[src/rtl/rsc_pkg.sv]
package rsc_pkg;

   // request attributes carried next to the address
   typedef struct packed {
      logic we;
      logic src;
      logic priv;
      logic fence;
   } rsc_attr_t;

   // what a strobed request means to the reservation entry
   typedef enum logic [1:0] {
      RSC_PLAIN = 2'd0,
      RSC_LR    = 2'd1,
      RSC_SC    = 2'd2
   } rsc_kind_e;

   function automatic rsc_kind_e rsc_classify(input logic rvso, input logic we);
      if (!rvso)   return RSC_PLAIN;
      else if (we) return RSC_SC;
      else         return RSC_LR;
   endfunction

endpackage

[src/rtl/rsc_resv_entry.sv]
module rsc_resv_entry #(
   parameter int AW   = 32,
   parameter int LSB  = 2,
   parameter int NCMP = 2
) (
   input  logic                     clk,
   input  logic                     rst_n,
   input  logic                     set_i,
   input  logic [AW-1:0]            set_addr_i,
   input  logic                     kill_i,
   input  logic [NCMP-1:0][AW-1:0]  cmp_addr_i,
   output logic                     valid_o,
   output logic [NCMP-1:0]          hit_o
);
   localparam int TW = AW - LSB;

   logic          valid_q;
   logic [TW-1:0] tag_q;

   // a fresh reservation wins over a kill of the old one
   always_ff @(posedge clk) begin
      if (!rst_n)      valid_q <= 1'b0;
      else if (set_i)  valid_q <= 1'b1;
      else if (kill_i) valid_q <= 1'b0;
   end

   always_ff @(posedge clk) begin
      if (set_i) tag_q <= set_addr_i[AW-1:LSB];
   end

   for (genvar g = 0; g < NCMP; g++) begin : g_cmp
      assign hit_o[g] = valid_q && (cmp_addr_i[g][AW-1:LSB] == tag_q);
   end

   assign valid_o = valid_q;
endmodule

[src/rtl/rsc_sc_gate.sv]
module rsc_sc_gate (
   input  logic clk,
   input  logic rst_n,
   input  logic stb_i,
   input  logic is_sc_i,
   input  logic sc_ok_i,
   input  logic mem_ack_i,
   output logic fwd_stb_o,
   output logic fail_q_o,
   output logic pend_q_o
);
   logic fail_now;

   assign fail_now  = stb_i && is_sc_i && !sc_ok_i;
   assign fwd_stb_o = stb_i && !fail_now;

   // local one-cycle answer for a blocked store-conditional
   always_ff @(posedge clk) begin
      if (!rst_n) fail_q_o <= 1'b0;
      else        fail_q_o <= fail_now;
   end

   // a forwarded store-conditional waits for the memory acknowledge
   always_ff @(posedge clk) begin
      if (!rst_n)                               pend_q_o <= 1'b0;
      else if (stb_i && is_sc_i && sc_ok_i)     pend_q_o <= 1'b1;
      else if (mem_ack_i)                       pend_q_o <= 1'b0;
   end
endmodule

[src/rtl/rsc_rsp_build.sv]
module rsc_rsp_build #(
   parameter int DW = 32
) (
   input  logic [DW-1:0] mem_rdata_i,
   input  logic          mem_ack_i,
   input  logic          fail_q_i,
   input  logic          pend_q_i,
   output logic [DW-1:0] rsp_rdata_o,
   output logic          rsp_ack_o
);
   localparam logic [DW-1:0] FAIL_WORD = DW'(1);

   always_comb begin
      if (fail_q_i)      rsp_rdata_o = FAIL_WORD;
      else if (pend_q_i) rsp_rdata_o = '0;
      else               rsp_rdata_o = mem_rdata_i;
   end

   assign rsp_ack_o = mem_ack_i || fail_q_i;
endmodule

[src/rtl/rsc_ctrl.sv]
module rsc_ctrl #(
   parameter int AW = 32,
   parameter int DW = 32
) (
   input  logic          clk,
   input  logic          rst_n,
   input  logic          req_stb,
   input  logic [AW-1:0] req_addr,
   input  logic [DW-1:0] req_wdata,
   input  logic          req_we,
   input  logic          req_src,
   input  logic          req_priv,
   input  logic          req_rvso,
   input  logic          req_fence,
   input  logic          snp_stb,
   input  logic [AW-1:0] snp_addr,
   output logic          mem_stb,
   output logic [AW-1:0] mem_addr,
   output logic [DW-1:0] mem_wdata,
   output logic          mem_we,
   output logic          mem_src,
   output logic          mem_priv,
   output logic          mem_fence,
   input  logic [DW-1:0] mem_rdata,
   input  logic          mem_ack,
   output logic [DW-1:0] rsp_rdata,
   output logic          rsp_ack
);
   import rsc_pkg::*;

   localparam int LSB  = $clog2(DW / 8);
   localparam int NCMP = 2;

   if (DW < 16 || (DW % 8) != 0 || (1 << LSB) * 8 != DW) begin : g_bad_dw
      $error("rsc_ctrl: DW must be a power-of-two number of bytes");
   end
   if (AW <= LSB) begin : g_bad_aw
      $error("rsc_ctrl: AW too small for word granule");
   end

   rsc_kind_e kind;
   rsc_attr_t attr;
   logic [NCMP-1:0]         hit;
   logic [NCMP-1:0][AW-1:0] cmp_addr;
   logic is_sc, is_lr, snp_kill, lr_snooped, sc_ok, set_res, kill_res;
   logic resv_valid, fail_q, pend_q, fwd_stb;

   assign kind     = rsc_classify(req_rvso, req_we);
   assign is_sc    = (kind == RSC_SC);
   assign is_lr    = (kind == RSC_LR);
   assign cmp_addr = {snp_addr, req_addr};

   assign snp_kill   = snp_stb && hit[1];
   assign lr_snooped = snp_stb && (snp_addr[AW-1:LSB] == req_addr[AW-1:LSB]);
   assign sc_ok      = is_sc && hit[0] && !snp_kill;
   assign set_res    = req_stb && is_lr && !lr_snooped;
   assign kill_res   = snp_kill || (req_stb && (is_sc || (req_we && hit[0])));

   rsc_resv_entry #(.AW(AW), .LSB(LSB), .NCMP(NCMP)) u_entry (
      .clk        (clk),
      .rst_n      (rst_n),
      .set_i      (set_res),
      .set_addr_i (req_addr),
      .kill_i     (kill_res),
      .cmp_addr_i (cmp_addr),
      .valid_o    (resv_valid),
      .hit_o      (hit)
   );

   rsc_sc_gate u_gate (
      .clk       (clk),
      .rst_n     (rst_n),
      .stb_i     (req_stb),
      .is_sc_i   (is_sc),
      .sc_ok_i   (sc_ok),
      .mem_ack_i (mem_ack),
      .fwd_stb_o (fwd_stb),
      .fail_q_o  (fail_q),
      .pend_q_o  (pend_q)
   );

   rsc_rsp_build #(.DW(DW)) u_rsp (
      .mem_rdata_i (mem_rdata),
      .mem_ack_i   (mem_ack),
      .fail_q_i    (fail_q),
      .pend_q_i    (pend_q),
      .rsp_rdata_o (rsp_rdata),
      .rsp_ack_o   (rsp_ack)
   );

   assign attr      = '{we: req_we, src: req_src, priv: req_priv, fence: req_fence};
   assign mem_stb   = fwd_stb;
   assign mem_addr  = req_addr;
   assign mem_wdata = req_wdata;
   assign mem_we    = attr.we;
   assign mem_src   = attr.src;
   assign mem_priv  = attr.priv;
   assign mem_fence = attr.fence;

   logic unused_ok;
   assign unused_ok = resv_valid;
endmodule

[config.mk]
export PLATFORM = sky130hd
export DESIGN_NAME = rsc_ctrl
export DESIGN_NICKNAME = d
export VERILOG_FILES = /design/src/rtl/rsc_pkg.sv /design/src/rtl/rsc_resv_entry.sv /design/src/rtl/rsc_sc_gate.sv /design/src/rtl/rsc_rsp_build.sv /design/src/rtl/rsc_ctrl.sv
export SDC_FILE = /design/constraint.sdc
export NUM_CORES = 1
export LEC_CHECK = 0
export BUFFER_PORTS_ARGS = -buffer_cell sky130_fd_sc_hd__buf_2
export CORE_MARGIN = 5
export CORE_UTILIZATION = 35
export CTS_CLUSTER_SIZE = 12
export DETAILED_ROUTE_END_ITERATION = 6
export HOLD_SLACK_MARGIN = 0.05
export PLACE_DENSITY = 0.86
export SYNTH_ARGS = -nofsm -noshare
export SYNTH_HDL_FRONTEND = slang
export SYNTH_HIERARCHICAL = 1
export SYNTH_SLANG_ARGS = --single-unit
[constraint.sdc]
create_clock -name clk -period 6.2 [get_ports clk]
set_input_delay 1.86 -clock clk [delete_from_list [all_inputs] [get_ports clk]]
set_output_delay 1.86 -clock clk [all_outputs]
set_load 0.05 [all_outputs]
Word-level counts from Yosys, hierarchy flattened
Cells that the tools add are included.
Widths: inputs -> output; s select.
{"block": "classes", "n_reduce_logical": 23, "n_mux": 8, "eq_ne": 5}
{"cell": "$eq 30x30->1", "count": 3}
{"cell": "$mux 32", "count": 2}
{"cell": "$logic_and 1x1->1", "count": 14}
{"cell": "$logic_not 1->1", "count": 4}
{"cell": "$mux 1", "count": 4}
{"cell": "$mux 2", "count": 2}
{"cell": "$reduce_bool 2->1", "count": 2}
{"cell": "$logic_or 1x1->1", "count": 3}
{"cell": "$eq 2x1->1 const B", "count": 1}
{"cell": "$eq 2x2->1 const B", "count": 1}
{"block": "word_totals", "elab_cells": 40, "output_inout_bits": 102, "regBits": 33, "input_bits": 138}

Logic depth before layout (Yosys ltp)
{"block": "logic_depth", "depth_word": 9, "ltp_mapped": 8}

Cells and area by module
Netlist, hierarchy kept.
{"module": "rsc_resv_entry", "area_per_inst_um2": 1594.0, "cells_per_inst": 113, "instances": 1}
{"module": "rsc_ctrl", "area_per_inst_um2": 873.3, "cells_per_inst": 115, "instances": 1}
{"module": "rsc_rsp_build", "area_per_inst_um2": 256.5, "cells_per_inst": 38, "instances": 1}
{"module": "rsc_sc_gate", "area_per_inst_um2": 77.6, "cells_per_inst": 8, "instances": 1}

Worst setup path after synthesis
Ideal clock, no wire load.
{"block": "synth_timing", "path_type": "input port to output port", "start": "in req_addr[6]", "end": "out mem_stb", "path_buffers": 0, "path_slack_ps": 424, "cell_stages": 7, "arrival_time_ps": 3916, "t_required_ps": 4340, "path_cell_list": "xnor2_1 nand4_1 or4_1 nor4_1 and3_1 inv_1 a21boi_1"}
{"block": "synth_between", "elab_chain_cells": 8}
{"item": "start, declared", "line": "rsc_ctrl.sv:8", "rtl": "input logic [AW-1:0] req_addr,"}
{"item": "$eq 30x30->1", "line": "rsc_resv_entry.sv:32", "rtl": "assign hit_o[g] = valid_q && (cmp_addr_i[g][AW-1:LSB] == tag_q);"}
{"item": "$logic_and 1x1->1", "line": "rsc_resv_entry.sv:32"}
{"item": "net hit[0]", "line": "rsc_ctrl.sv:43", "rtl": "logic [NCMP-1:0] hit;"}
{"item": "$logic_and 1x1->1 (2 in series)", "line": "rsc_ctrl.sv:55", "rtl": "assign sc_ok = is_sc && hit[0] && !snp_kill;"}
{"item": "net sc_ok", "line": "rsc_ctrl.sv:45", "rtl": "logic is_sc, is_lr, snp_kill, lr_snooped, sc_ok, set_res, kill_res;"}
{"item": "$logic_not 1->1", "line": "rsc_sc_gate.sv:14", "rtl": "assign fail_now = stb_i && is_sc_i && !sc_ok_i;"}
{"item": "$logic_and 1x1->1", "line": "rsc_sc_gate.sv:14"}
{"item": "$logic_not 1->1", "line": "rsc_sc_gate.sv:15", "rtl": "assign fwd_stb_o = stb_i && !fail_now;"}
{"item": "$logic_and 1x1->1", "line": "rsc_sc_gate.sv:15"}
{"item": "end, declared", "line": "rsc_ctrl.sv:17", "rtl": "output logic mem_stb,"}
The timed path passes the listed nets, and every way through them passes these cells.

Worst setup path after layout
{"block": "layout_timing", "start": "in req_addr[7]", "end": "out mem_stb"}
The elaborated chain is that of the path after synthesis.

==> impl_results.md <==
- Status: completed
- Crit path DAT: between 4 and 5 ns
- Adder-Cell Fraction of Synth Area: 0%
- Synth unique cells: 25
- Largest net degree at the start of global routing: 32
- Net count, final: 512
- CP endpoint kind: output port
- Area share of and/or/nand/nor cells after synthesis: 16.53%
- Layout cells sized above 1: 46.40%
- Tot GR Track Use: about a fifth
- PortBufs: about 160
- Core ar.: 7767 um^2
- Minimum clock period: between 5 and 6 ns
- WL/cell: roughly 21 um
- Fmax: approximately 170 MHz
- Sink Count: 33
- Number of DRC markers in iteration 0: 64
- DR vias: approximately 2.2k
- Clock skew: 0.008044 ns
- # rows: 32
- Antenna Nets Post-Route: 0
- Period utilisation layout: a little over nine tenths
- Worst-path maximum fanout: 4
- Initial antenna violation count: 0
- Initial Utilization: 36.07%
- RSZ-0062 raised after global routing: false
- Bufs and invs on worst path: 3
- Post-CTS Hold Buffers: 0
- Synth Area in XOR/XNOR: about 28%
- Root Buffer: clkbuf_8
- Clock slew at reported path FFs: ~0.070 ns
- Top-Level Pins: 240
- CTS tree: yes
- First-pass GRT wire length: roughly 14000 um
- Mux share of post-synthesis cell area: 0%
- Critical path type: input pin to output port
- Worst hold slack: between 0.5 and 0.6 ns
- Post-detail-place hpwl: ~8700 um
- Syn nets: around 410
- Most common cell after layout, fill and taps aside: buf_2
- Largest family of logic cells by synthesized area: XOR/XNOR gates
- CTS Buf Count: 5
- Final Max Tran Viols: 0
- Fin. Hold Viols: 0
- CP delay by family, top: simple AND/OR/NAND/NOR gates
- CP cell instances: buf_2 > xnor2_1 > nand4_1 > or4_1 > nor4_1 > and3_1 > inv_1 > a21boi_1 > buf_2
- Post-route DRC: 0
- Die footprint: about 9900 um^2
- Synth warnings: 6
- Peak supply drop: about 0.14 mV
- Compound-gate portion of the synthesized area: under 10%
- Routability Congestion: 0.9082
- Power Density: around 200 nW/um^2
- Drt pass-1 iters: 4
- Crit path top cell by count: buf_2
- Via density per instance: about 4.6
- CTS resizes: 0
- Mapped Area: 2801 um^2
- Slowest stage delay, CP: 0.53 ns
- Max clock buf depth: 2
- Setup Buffers After CTS: 0
- Die H: roughly 99 um
- FF/Latch Area: about 960 um^2
- Global route overflow: 0
- Routed wire length: 9901 um
- Sequential area share after synthesis: about a third
- Slew HR: about half
- Max cap viols: 0
- Finished Layout Cells: 477
- Most frequent cells in the layout: buf_2 (163), xnor2_1 (82), and2_1 (32), edfxtp_1 (30), nand4_1 (22)
- H-tree levels: 2
- Antenna cell count: 0
- # fillers: approximately 800
- Hold Crit Class: flip-flop to flip-flop
- Vias in the first global route: ~2.4k
- Clk_lat worst skew: a little under 0.3 ns
- Worst slew pin tran: 0.7267 ns
- Final setup viols: 0
- CP startpoint kind: input pin
- #FFs+latches synth: 33
- Layout Utilization: a little over two fifths
- Required time of the critical path: 4.34 ns
- Power Total: ~660 uW
- Die Span X: just under 100 um
- Leakage power: between 1 and 1.5 nW
- Mapped Cells: between 200 and 300
- Setup TNS: 0 ns
- Placed cell count: ~470
- Footprint of the multi-input gates: approximately 1300 um^2
- Area growth from synthesis to layout: 17.87%
- CP max stage cell: or4_1
- Avg Cell Area, Syn: just over 10 um^2
==> worst min-delay path: cells and delay by family, from the launching register on <==
kind,cells,cell delay (ns)
DFF,1,0.34
and+or+nand+nor,2,0.13
==> through the flow <==
step	setup slack (ns)	instance area [um^2]
after floorplan	0.4242	2801
after CTS	0.1832	3302
final	0.2726	3302
after global routing	0.05645	3302
after global placement	0.2579	3221
after detailed placement	0.1793	3221
==> registers in the layout, indices dropped and copies added, names as in the netlist <==
register and cells:
u_entry/tag_q 30, u_entry/valid_o 1, u_gate/fail_q_o 1, u_gate/pend_q_o 1
==> cell type report <==
| class | count | share of cell area, % |
|---|---|---|
| clock buffers | 5 | 2.084 |
| clock inverters | 3 | 0.3789 |
| inverters | 2 | 0.2274 |
| multi-input cells | 168 | 39.41 |
| flip-flops and latches | 33 | 29.10 |
| well taps | 102 | 3.865 |
| repair buffers | 164 | 24.93 |
==> kinds of logic after synthesis <==
kind of cell	after synthesis
flops	33
simple gates	73
compound gates	5
buf+inv	73
xor+xnor	90
==> layer usage <==
layer  wire length (um)  GRT usage (%)  vias to the layer above
met3               1038          7.153                       12
met4                218          6.092                        0
met5                  0              0                        -
met2               5376          36.67                      137
li1                   -              -                     1053
met1               3268          19.27                     1009
==> report_power, final <==
part           switching, mW  leakage [nW]  internal [mW]
clock                 0.0814        0.0430         0.0755
sequential           0.00855         0.300          0.254
combinational          0.160         0.996         0.0836
==> cell usage after synthesis <==
cell type  count  share of area (%)
nor2b_1        1               0.22
nand4_1       22                4.9
nand3_1        1               0.18
xor2_1         8                2.5
o211ai_1       1               0.27
nor4_1         5                1.1
nand3b_1       1               0.27
nand2_1        4               0.54
and3_1         1               0.22
nor4_2         1               0.45
buf_4         68                 18
or4_1          2               0.54
inv_1          2               0.27
xnor2_1       82                 26
a21o_1         1               0.27
buf_6          3                1.2
or2_2          1               0.22
nor2_4         1               0.40
dfxtp_1        3                2.1
a21boi_1       1               0.27
edfxtp_1      30                 32
and2_1        32                7.1
a211oi_1       1               0.27
and4_1         1               0.31
o21a_1         1               0.27
==> path summary, 6_finish.rpt <==
kind | startpoint | to | slack [ns] | depth (start not counted)
setup / recovery | req_addr[7] | mem_stb | 0.27 | 9
hold / removal | u_gate/pend_q_o | u_gate/pend_q_o | 0.52 | 2
setup reg to reg | u_entry/tag_q[10] | u_gate/fail_q_o | 3.82 | 7
hold reg to reg | u_gate/pend_q_o | u_gate/pend_q_o | 0.52 | 2
No activity file was read; power rests on OpenSTA's default activity.
